--- config.mk ---
export PLATFORM = sky130hd
export DESIGN_NAME = rxb_top
export DESIGN_NICKNAME = d
export VERILOG_FILES = /design/src/rtl/rxb_pkg.sv /design/src/rtl/rxb_ctrl.sv /design/src/rtl/rxb_dp.sv /design/src/rtl/rxb_top.sv
export SDC_FILE = /design/constraint.sdc
export NUM_CORES = 1
export LEC_CHECK = 0
export BUFFER_PORTS_ARGS = -buffer_cell sky130_fd_sc_hd__buf_2
export CAP_MARGIN = 20
export CORE_ASPECT_RATIO = 0.9
export CORE_UTILIZATION = 45
export DETAILED_ROUTE_END_ITERATION = 12
export GPL_ROUTABILITY_DRIVEN = 1
export GPL_TIMING_DRIVEN = 0
export MAX_ROUTING_LAYER = met4
export SETUP_SLACK_MARGIN = 0.05
export SLEW_MARGIN = 20
export SYNTH_ARGS = -nofsm -noshare
export SYNTH_HDL_FRONTEND = slang
export SYNTH_SLANG_ARGS = --single-unit
--- constraint.sdc ---
create_clock -name clk -period 3.7 [get_ports clk]
set_clock_uncertainty 0.1 [all_clocks]
set_input_delay 0 -clock clk [delete_from_list [all_inputs] [get_ports clk]]
set_output_delay 0 -clock clk [all_outputs]
set_load 0.01 [all_outputs]
--- src/rtl/rxb_pkg.sv ---
package rxb_pkg;
  localparam int DATA_W  = 32;
  localparam int LSEL_W  = 3;
  localparam int MODE_W  = 2;
  localparam int CNT_W   = $clog2(DATA_W + 1);

  typedef enum logic [MODE_W-1:0] {
    JUST_RZERO = 2'd0,
    JUST_RSIGN = 2'd1,
    JUST_LZERO = 2'd2,
    JUST_RSVD  = 2'd3
  } justMode_e;

  typedef struct packed {
    logic             startWord;
    logic             shiftEn;
    logic             loadBuf;
    logic             loadData;
    logic [CNT_W-1:0] wordLen;
  } rxStrobe_t;

  function automatic logic [CNT_W-1:0] lenDecode(input logic [LSEL_W-1:0] code);
    case (code)
      3'd0:    return CNT_W'(8);
      3'd1:    return CNT_W'(12);
      3'd2:    return CNT_W'(16);
      3'd3:    return CNT_W'(20);
      3'd4:    return CNT_W'(24);
      default: return CNT_W'(DATA_W);
    endcase
  endfunction

  function automatic logic [DATA_W-1:0] justify(input logic [DATA_W-1:0] word,
                                                input logic [CNT_W-1:0]  len,
                                                input logic [MODE_W-1:0] mode);
    logic [DATA_W-1:0] mask;
    logic [DATA_W-1:0] low;
    logic              msb;
    mask = (int'(len) >= DATA_W) ? '1 : ((DATA_W'(1) << len) - DATA_W'(1));
    low  = word & mask;
    msb  = word[len - CNT_W'(1)];
    case (justMode_e'(mode))
      JUST_RSIGN: return msb ? (low | ~mask) : low;
      JUST_LZERO: return low << (CNT_W'(DATA_W) - len);
      default:    return low;
    endcase
  endfunction
endpackage

--- src/rtl/rxb_ctrl.sv ---
module rxb_ctrl
  import rxb_pkg::*;
(
  input  logic              clk,
  input  logic              rstN,
  input  logic              bitEn,
  input  logic              frameSync,
  input  logic [LSEL_W-1:0] wordLenSel,
  input  logic              rdStrobe,
  input  logic              errWr,
  input  logic              errWrVal,
  output rxStrobe_t         strobe,
  output logic              rdy,
  output logic              overrun,
  output logic              syncErr
);
  logic             busy;
  logic [CNT_W-1:0] bitCnt;
  logic [CNT_W-1:0] curLen;
  logic             bufFull;
  logic             startWord, wordDone, drain, loadBuf, ovrEvent, syncEvent;

  always_comb begin
    startWord = bitEn && frameSync;
    syncEvent = startWord && busy;
    wordDone  = bitEn && busy && !frameSync && (bitCnt == curLen - CNT_W'(1));
    drain     = bufFull && !rdy;
    loadBuf   = wordDone && (!bufFull || drain);
    ovrEvent  = wordDone && bufFull && !drain;
    strobe.startWord = startWord;
    strobe.shiftEn   = bitEn && (busy || frameSync);
    strobe.loadBuf   = loadBuf;
    strobe.loadData  = drain;
    strobe.wordLen   = curLen;
  end

  always_ff @(posedge clk) begin
    if (!rstN) begin
      busy    <= 1'b0;
      bitCnt  <= '0;
      curLen  <= CNT_W'(DATA_W);
      bufFull <= 1'b0;
      rdy     <= 1'b0;
      overrun <= 1'b0;
      syncErr <= 1'b0;
    end else begin
      if (startWord) begin
        busy   <= 1'b1;
        bitCnt <= CNT_W'(1);
        curLen <= lenDecode(wordLenSel);
      end else if (bitEn && busy) begin
        if (wordDone) begin
          busy   <= 1'b0;
          bitCnt <= '0;
        end else begin
          bitCnt <= bitCnt + CNT_W'(1);
        end
      end

      if (loadBuf)    bufFull <= 1'b1;
      else if (drain) bufFull <= 1'b0;

      if (drain)         rdy <= 1'b1;
      else if (rdStrobe) rdy <= 1'b0;

      if (ovrEvent)      overrun <= 1'b1;
      else if (rdStrobe) overrun <= 1'b0;

      if (syncEvent)  syncErr <= 1'b1;
      else if (errWr) syncErr <= errWrVal;
    end
  end

  AST_RDY_FROM_BUF: assert property (@(posedge clk) disable iff (!rstN)
    $rose(rdy) |-> $past(bufFull));
  AST_READ_CLEARS_RDY: assert property (@(posedge clk) disable iff (!rstN)
    (rdStrobe && rdy) |=> !rdy);
  AST_OVR_NEEDS_FULL: assert property (@(posedge clk) disable iff (!rstN)
    $rose(overrun) |-> ($past(rdy) && $past(bufFull)));
  AST_SYNC_ERR_SET: assert property (@(posedge clk) disable iff (!rstN)
    (bitEn && frameSync && busy) |=> syncErr);
endmodule

--- src/rtl/rxb_dp.sv ---
module rxb_dp
  import rxb_pkg::*;
(
  input  logic              clk,
  input  logic              rstN,
  input  logic              serDat,
  input  logic [MODE_W-1:0] justMode,
  input  rxStrobe_t         strobe,
  output logic [DATA_W-1:0] dataOut
);
  logic [DATA_W-1:0] shiftReg;
  logic [DATA_W-1:0] shiftNext;
  logic [DATA_W-1:0] bufReg;
  logic [CNT_W-1:0]  bufLen;

  always_comb begin
    if (strobe.startWord) shiftNext = {{(DATA_W-1){1'b0}}, serDat};
    else                  shiftNext = {shiftReg[DATA_W-2:0], serDat};
  end

  always_ff @(posedge clk) begin
    if (!rstN) begin
      shiftReg <= '0;
      bufReg   <= '0;
      bufLen   <= CNT_W'(DATA_W);
      dataOut  <= '0;
    end else begin
      if (strobe.shiftEn) shiftReg <= shiftNext;
      if (strobe.loadBuf) begin
        bufReg <= shiftNext;
        bufLen <= strobe.wordLen;
      end
      if (strobe.loadData) dataOut <= justify(bufReg, bufLen, justMode);
    end
  end

  AST_LEN_LEGAL: assert property (@(posedge clk) disable iff (!rstN)
    strobe.loadBuf |-> (strobe.wordLen inside {CNT_W'(8), CNT_W'(12), CNT_W'(16),
                                               CNT_W'(20), CNT_W'(24), CNT_W'(32)}));
  AST_ONE_LOAD_SRC: assert property (@(posedge clk) disable iff (!rstN)
    strobe.loadBuf |-> strobe.shiftEn);
endmodule

--- src/rtl/rxb_top.sv ---
module rxb_top
  import rxb_pkg::*;
(
  input  logic        clk,
  input  logic        rstN,
  input  logic        serDat,
  input  logic        bitEn,
  input  logic        frameSync,
  input  logic [2:0]  wordLenSel,
  input  logic [1:0]  justMode,
  input  logic        rdStrobe,
  input  logic        errWr,
  input  logic        errWrVal,
  output logic [31:0] dataOut,
  output logic        rdy,
  output logic        overrun,
  output logic        syncErr
);
  rxStrobe_t strobe;

  rxb_ctrl ctrl_i (
    .clk(clk), .rstN(rstN), .bitEn(bitEn), .frameSync(frameSync),
    .wordLenSel(wordLenSel), .rdStrobe(rdStrobe), .errWr(errWr),
    .errWrVal(errWrVal), .strobe(strobe), .rdy(rdy), .overrun(overrun),
    .syncErr(syncErr)
  );

  rxb_dp dp_i (
    .clk(clk), .rstN(rstN), .serDat(serDat), .justMode(justMode),
    .strobe(strobe), .dataOut(dataOut)
  );

  AST_DATA_HELD: assert property (@(posedge clk) disable iff (!rstN)
    rdy |=> $stable(dataOut));
  AST_OVR_IMPLIES_RDY: assert property (@(posedge clk) disable iff (!rstN)
    overrun |-> rdy);
endmodule

==> run metrics, run 1 <==
DR WL met3 3.03 mm; average wire per cell in the routed design 23.3 µm; Area growth, synth to finish 23.0%; Final TNS setup 0 ns; CP Cell Sequence inv_2, buf_8, clkbuf_16, ha_2, ha_4, buf_2, nor2_2, nand3_1, o21ai_2, nand2b_1, o2111ai_1, a22o_1; met2 wire len 11.3 mm; Max clock buf depth 2; Clk network pwr share 0.569; design area 8080 µm²; Critical Path RT 3.97 ns; Post-synth EDFFs 0; Core Util, Final 0.573; Int Power approximately 2500 µW; Yosys reg bits 114; max cap viols 0; share of layout cells above drive strength 1 0.176; PortBufs 47; Remaining Overflow, GRT 0; DR vias 7,312; clock slew at reported path FFs 0.06 ns; number of global-route vias before repair just under 7,000; htree depth 4; setup slack after layout 0.161 ns; part of the power in combinational logic 0.053; syn nets 877; maximum vdd drop 0.342 mV; Worst setup EP type flop; Post-layout nets just under 1,000; area occupied by multi-input gates 4060 µm²; Crit Path Class flop to flop; drt first-iter violations slightly below 900; fmax 283 MHz; Slew Limit Fails 0; worst slack at placement -1.04 ns; actual slew at the worst max-slew pin roughly 0.84 ns; Post-DRT Antenna Nets 0; largest net degree at the start of global routing 17; total power 3270 µW; CTS tree done; P_leak 0.00284 µW; worst hold path class input pin to flop; critical path peak fanout 12; worst endpoint data arrival time 3.81 ns; Tot GR Track Use 0.380; crit path buf inv count 4; Seq/Total Area, Yosys 0.348; DRC viols 0; sw power a little under 800 µW; Seq. cell area 2290 µm²; Num CTS Buffers 17; Slew headroom 0.438; Final Hold Fails 0; Starting Density 0.465; IO Pins 48; highest routed metal layer met4; Post-DP HPWL 19.4 mm; most frequent cells in the layout nand2_1, dfxtp_1, a21oi_1; Cell variety after synth 76; syn_area_per_cell 7.71 µm²; Clock Latency Late Sink about 0.43 ns; placed inst area 7050 µm²; area of the mapped netlist ~6600 µm²; CTS root buf clkbuf_16; Slowest Stage Delay on Critical Path 0.60 ns; global-route wire length before repair 40.1 mm; Reg power frac 0.378; Avg Vias per Cell 6.36; unrepaired setup endpoints after global routing false; WL met1 11.5 mm; status finished clean; Die ar. 15,100 µm²; core box area 14,100 µm²; Total Wirelength 26.7 mm; Fill cells 1,287; floorplan row count 41; part of the cycle the worst path needs 0.956; pwr/cell area 405 nW/µm²; delay-heaviest family, CP simple AND/OR/NAND/NOR gates; Die W around 130 µm; Die Ht 117 µm; CP startpoint kind flop; clock sinks about 110; Synth async-reset ratio 0; Top FF cell, synth dfxtp_1; Pre-antenna DRT Iters 6; Antenna diodes 0; Min Clock Period, post-route 3.54 ns; Final Setup Violations 0; Post-Synthesis Cells 852; Switching Share 0.239; commonest non-fill, non-tap cell in the layout nand2_1; placer congestion estimate 1.03; Synth Warn # 0; initial antenna violation count 0; Slowest-stage cell, CP nand3_1
==> final timing paths <==
path                    startpoint          endpoint  slack (ns)  cells after the start
hold reg to reg   dp_i.dataOut[21]  dp_i.dataOut[21]        0.36                      2
hold / removal         justMode[1]  dp_i.dataOut[28]        0.22                      5
setup reg to reg    dp_i.bufLen[2]  dp_i.dataOut[20]        0.16                     12
setup / recovery    dp_i.bufLen[2]  dp_i.dataOut[20]        0.16                     12
==> cell usage after synthesis (all sizes together), types with 11 or more instances <==
cell type | instances | area, µm²
buf | 19 | 109
o221ai | 11 | 96.3
o21ai | 52 | 264
nor2 | 46 | 185
o211ai | 17 | 128
ha | 12 | 150
nand2 | 161 | 604
inv | 16 | 60.1
dfxtp | 114 | 2280
a21boi | 43 | 323
nor3 | 11 | 60.1
clkbuf | 45 | 170
a21oi | 72 | 372
nand3 | 54 | 275
==> power by group through the flow <==
stage | sequential (µW) | clock, µW | combinational [µW]
2_1_floorplan | 1260 | 0 | 95.3
3_3_place_gp | 1260 | 0 | 151
3_5_place_dp | 1260 | 0 | 153
4_1_cts | 1240 | 1870 | 165
5_1_grt | 1240 | 1920 | 183
6_report | 1240 | 1860 | 173
==> metal layers <==
metal | vias to the layer above | global-route usage
li1 | 3277 | -
met5 | - | -
met4 | 0 | 0.155
met1 | 3509 | 0.502
met2 | 454 | 0.543
met3 | 72 | 0.103
==> worst register-to-register path: cells and delay by family (launching register included) <==
family                   cells  cell delay (ns)
AO/OA/AOI/OAI                3             0.78
AND/OR/NAND/NOR              3             1.17
buffers and inverters        4             0.64
adder cells (fa/ha/maj)      2             0.43
flip-flops                   1             0.36
==> repair_timing <==
action | CTS | global route
endpoints found under the hold margin | 11 | 0
pin swaps | 3 | 4
cloned | 0 | 0
setup endpoints to repair | 32 | 27
hold buffers | 12 | 0
setup buffers | 4 | 9
resized for setup | 28 | 13
==> state kept, by name, indices dropped and copies added (netlist names), 4 cells and up <==
register       count
dp_i.dataOut      32
dp_i.shiftReg     31
dp_i.bufReg       32
ctrl_i.curLen      4
dp_i.bufLen        4
ctrl_i.bitCnt      6
==> final cells by class <==
cell class / count / share of cell area
inverters: 16 / 0.00774
clock buffers: 17 / 0.0527
clock inverters: 15 / 0.0280
multi-input cells: 658 / 0.503
plain buffers: 64 / 0.0395
flip-flops and latches: 114 / 0.283
repair buffers: 72 / 0.0561
well taps: 193 / 0.0299
==> per-stage QoR <==
step / hold WS, ns / std cells
2_1_floorplan: 0.0449 / 852
3_3_place_gp: 0.176 / 1092
3_5_place_dp: 0.183 / 1092
4_1_cts: 0.197 / 1140
5_1_grt: 0.239 / 1149
6_report: 0.220 / 1149
==> logic make-up (layout without fill, tap and decap cells) <==
group | after synthesis | in the layout | share of synthesized area
compound gates | 282 | 282 | 0.289
xor+xnor | 13 | 13 | 0.0185
mux | 15 | 15 | 0.0309
simple gates | 336 | 336 | 0.240
flops | 114 | 114 | 0.348
fa+ha+maj | 12 | 12 | 0.0229
buf+inv | 80 | 184 | 0.0516
Note: power is estimated with default switching activity, not from simulation.
==> run 2: changes to the inputs <==
--- a/config.mk
+++ b/config.mk
@@ -13,7 +13,9 @@
 export GPL_ROUTABILITY_DRIVEN = 1
 export GPL_TIMING_DRIVEN = 0
 export MAX_ROUTING_LAYER = met4
+export RECOVER_POWER = 100
 export SETUP_SLACK_MARGIN = 0.05
+export SKIP_CTS_REPAIR_TIMING = 1
 export SLEW_MARGIN = 20
 export SYNTH_ARGS = -nofsm -noshare
 export SYNTH_HDL_FRONTEND = slang
==> run 2 against run 1 <==
Net effect: the run now ends with hold timing left; fmax shrank 0.71%; first-iteration DRC count grew 14%; clock-buffer cell count is the same; wire length is essentially flat.
==> run metrics, run 2 (synthesis results as in run 1) <==
Antenna diodes 0 (unchanged); reg2reg path depth 16 (+4); Num CTS Buffers 17 (unchanged); commonest non-fill, non-tap cell in the layout nand2_1; design area 7950 µm² (-1.6%); fmax 281 MHz (-0.71%); biggest regs dp_i.bufReg x32, dp_i.dataOut x32, dp_i.shiftReg x31; share of layout cells above drive strength 1 0.118 (-0.0580); Critical Path RT 3.92 ns (-0.05 ns); largest net degree at the start of global routing 17 (unchanged); Clock Latency Late Sink 0.43 ns (about the same); total power 3270 µW (about the same); Pre-antenna DRT Iters 6 (unchanged); WHS -0.00175 ns (-0.222 ns); Final Hold Fails 1 (+1); unrepaired setup endpoints after global routing false; global-route wire length before repair 39.7 mm (-1.2%); Area growth, synth to finish 21.0%; R2R Setup Slk 0.14 ns (-0.03 ns); number of global-route vias before repair 6,645 (-2.2%); Total Wirelength 26.7 mm (about the same); CP startpoint kind flop; Avg Vias per Cell 6.46 (+1.5%); Slew headroom 0.420 (-0.0173); Reg-to-Reg Start dp_i.bufLen[2]; Final Setup Violations 0 (unchanged); part of the cycle the worst path needs 0.963 (+0.00685); DR vias 7,387 (+1.0%); most frequent cells in the layout nand2_1, dfxtp_1, clkbuf_1; maximum vdd drop 0.342 mV (-0.11%); Worst setup EP type flop; HP Start wordLenSel[0]; worst r2r dst dp_i.dataOut[12]; Die Ht 117 µm (unchanged); Slew Limit Fails 0 (unchanged); worst endpoint data arrival time 3.78 ns (-0.03 ns); Post-DP HPWL 19.4 mm (unchanged); P_leak 0.00263 µW (-7.6%); max cap viols 0 (unchanged); hold depth 4 (-1); Post-DRT Antenna Nets 0 (unchanged); placer congestion estimate 1.03 (unchanged); DRC viols 0 (unchanged); Core Util, Final 0.563 (-0.00940); Die W 129 µm (unchanged); clock slew at reported path FFs 0.06 ns (about the same); hold worst-path end ctrl_i.curLen[2]; Remaining Overflow, GRT 0 (unchanged); floorplan row count 41 (unchanged); Fill cells 1,305 (+1.4%); Starting Density 0.465 (unchanged); htree depth 4 (unchanged); PortBufs 47 (unchanged); Crit Path Class flop to flop; placed inst area 7050 µm² (unchanged); Tot GR Track Use 0.375 (-0.00500); Max clock buf depth 2 (unchanged); drt first-iter violations 996 (+14%); average wire per cell in the routed design 23.3 µm (+0.35%); core box area 14,100 µm² (unchanged); CTS root buf clkbuf_16; setup slack after layout 0.136 ns (-0.0253 ns); failing checks hold timing; CTS tree done; clock sinks 114 (unchanged); critical path peak fanout 12 (unchanged); worst slack at placement -1.04 ns (unchanged); status finished, violations left; Min Clock Period, post-route 3.56 ns (+0.0253 ns); actual slew at the worst max-slew pin 0.869 ns (+0.0260 ns); initial antenna violation count 0 (unchanged); worst hold path class input pin to flop; IO Pins 48 (unchanged); Die ar. 15,100 µm² (unchanged); pwr/cell area 412 nW/µm² (+1.6%); Post-layout nets 963 (-0.52%)
==> run 2: cell types whose count changed in the layout (fill, tap and decap cells not counted), moves of 3 or more <==
cell / previous run / this run
and2_1: 9 / 6
buf_2: 59 / 18
and2_0: 0 / 3
clkbuf_1: 43 / 84
a21oi_1: 67 / 70
buf_4: 14 / 9
==> run 2: power breakdown <==
group          internal (µW)  switching, µW
logic                   52.5            120
registers               1230           5.33
clock network           1200            658
total                   2490            784
==> run 2: worst max-delay path by stage <==
stage                               from  slack, ns          endpoint
after global routing      dp_i.bufLen[2]       0.03  dp_i.dataOut[15]
final                     dp_i.bufLen[2]       0.14  dp_i.dataOut[12]
after detailed placement  dp_i.bufLen[2]      -1.04  dp_i.dataOut[25]
after global placement    dp_i.bufLen[2]      -1.12  dp_i.dataOut[25]
after CTS                 dp_i.bufLen[2]      -1.11  dp_i.dataOut[25]
after floorplan           dp_i.bufLen[2]       0.07  dp_i.dataOut[24]
==> run 2: final cells by class <==
cell class / instances / area, µm² / share of cell area
plain buffers: 64 / 310 / 0.0391
clock buffers: 17 / 425 / 0.0535
clock inverters: 15 / 226 / 0.0285
inverters: 16 / 62.6 / 0.00787
multi-input cells: 658 / 4030 / 0.507
flip-flops and latches: 114 / 2290 / 0.288
well taps: 193 / 241 / 0.0304
repair buffers: 67 / 363 / 0.0457
==> run 2: per-stage QoR <==
step,hold slack (ns),cells,TNS (ns)
after floorplan,0.0449,852,0
after global placement,0.176,1092,-25.50
after detailed placement,0.183,1092,-24.65
after CTS,-0.262,1124,-25.88
after global routing,0.0205,1144,0
final,-0.00175,1144,0
==> run 2: worst max-delay path, cell delays in order (launching register included) <==
cell	delay, ns
dfxtp_4	0.37
inv_1	0.10
buf_8	0.16
buf_12	0.17
ha_4	0.16
ha_4	0.18
nor2b_4	0.22
inv_4	0.07
buf_6	0.15
ha_4	0.19
or2_2	0.29
o211ai_1	0.26
clkbuf_1	0.21
nor2_1	0.07
o31ai_1	0.28
a2111oi_0	0.13
a221o_1	0.31
==> run 2: metal layers <==
| metal | share of wire | GRT usage | vias to the layer above |
|---|---|---|---|
| li1 | - | - | 3260 |
| met1 | 0.43 | 0.504 | 3561 |
| met2 | 0.42 | 0.531 | 489 |
| met3 | 0.11 | 0.0957 | 77 |
| met4 | 0.034 | 0.150 | 0 |
| met5 | 0 | - | - |
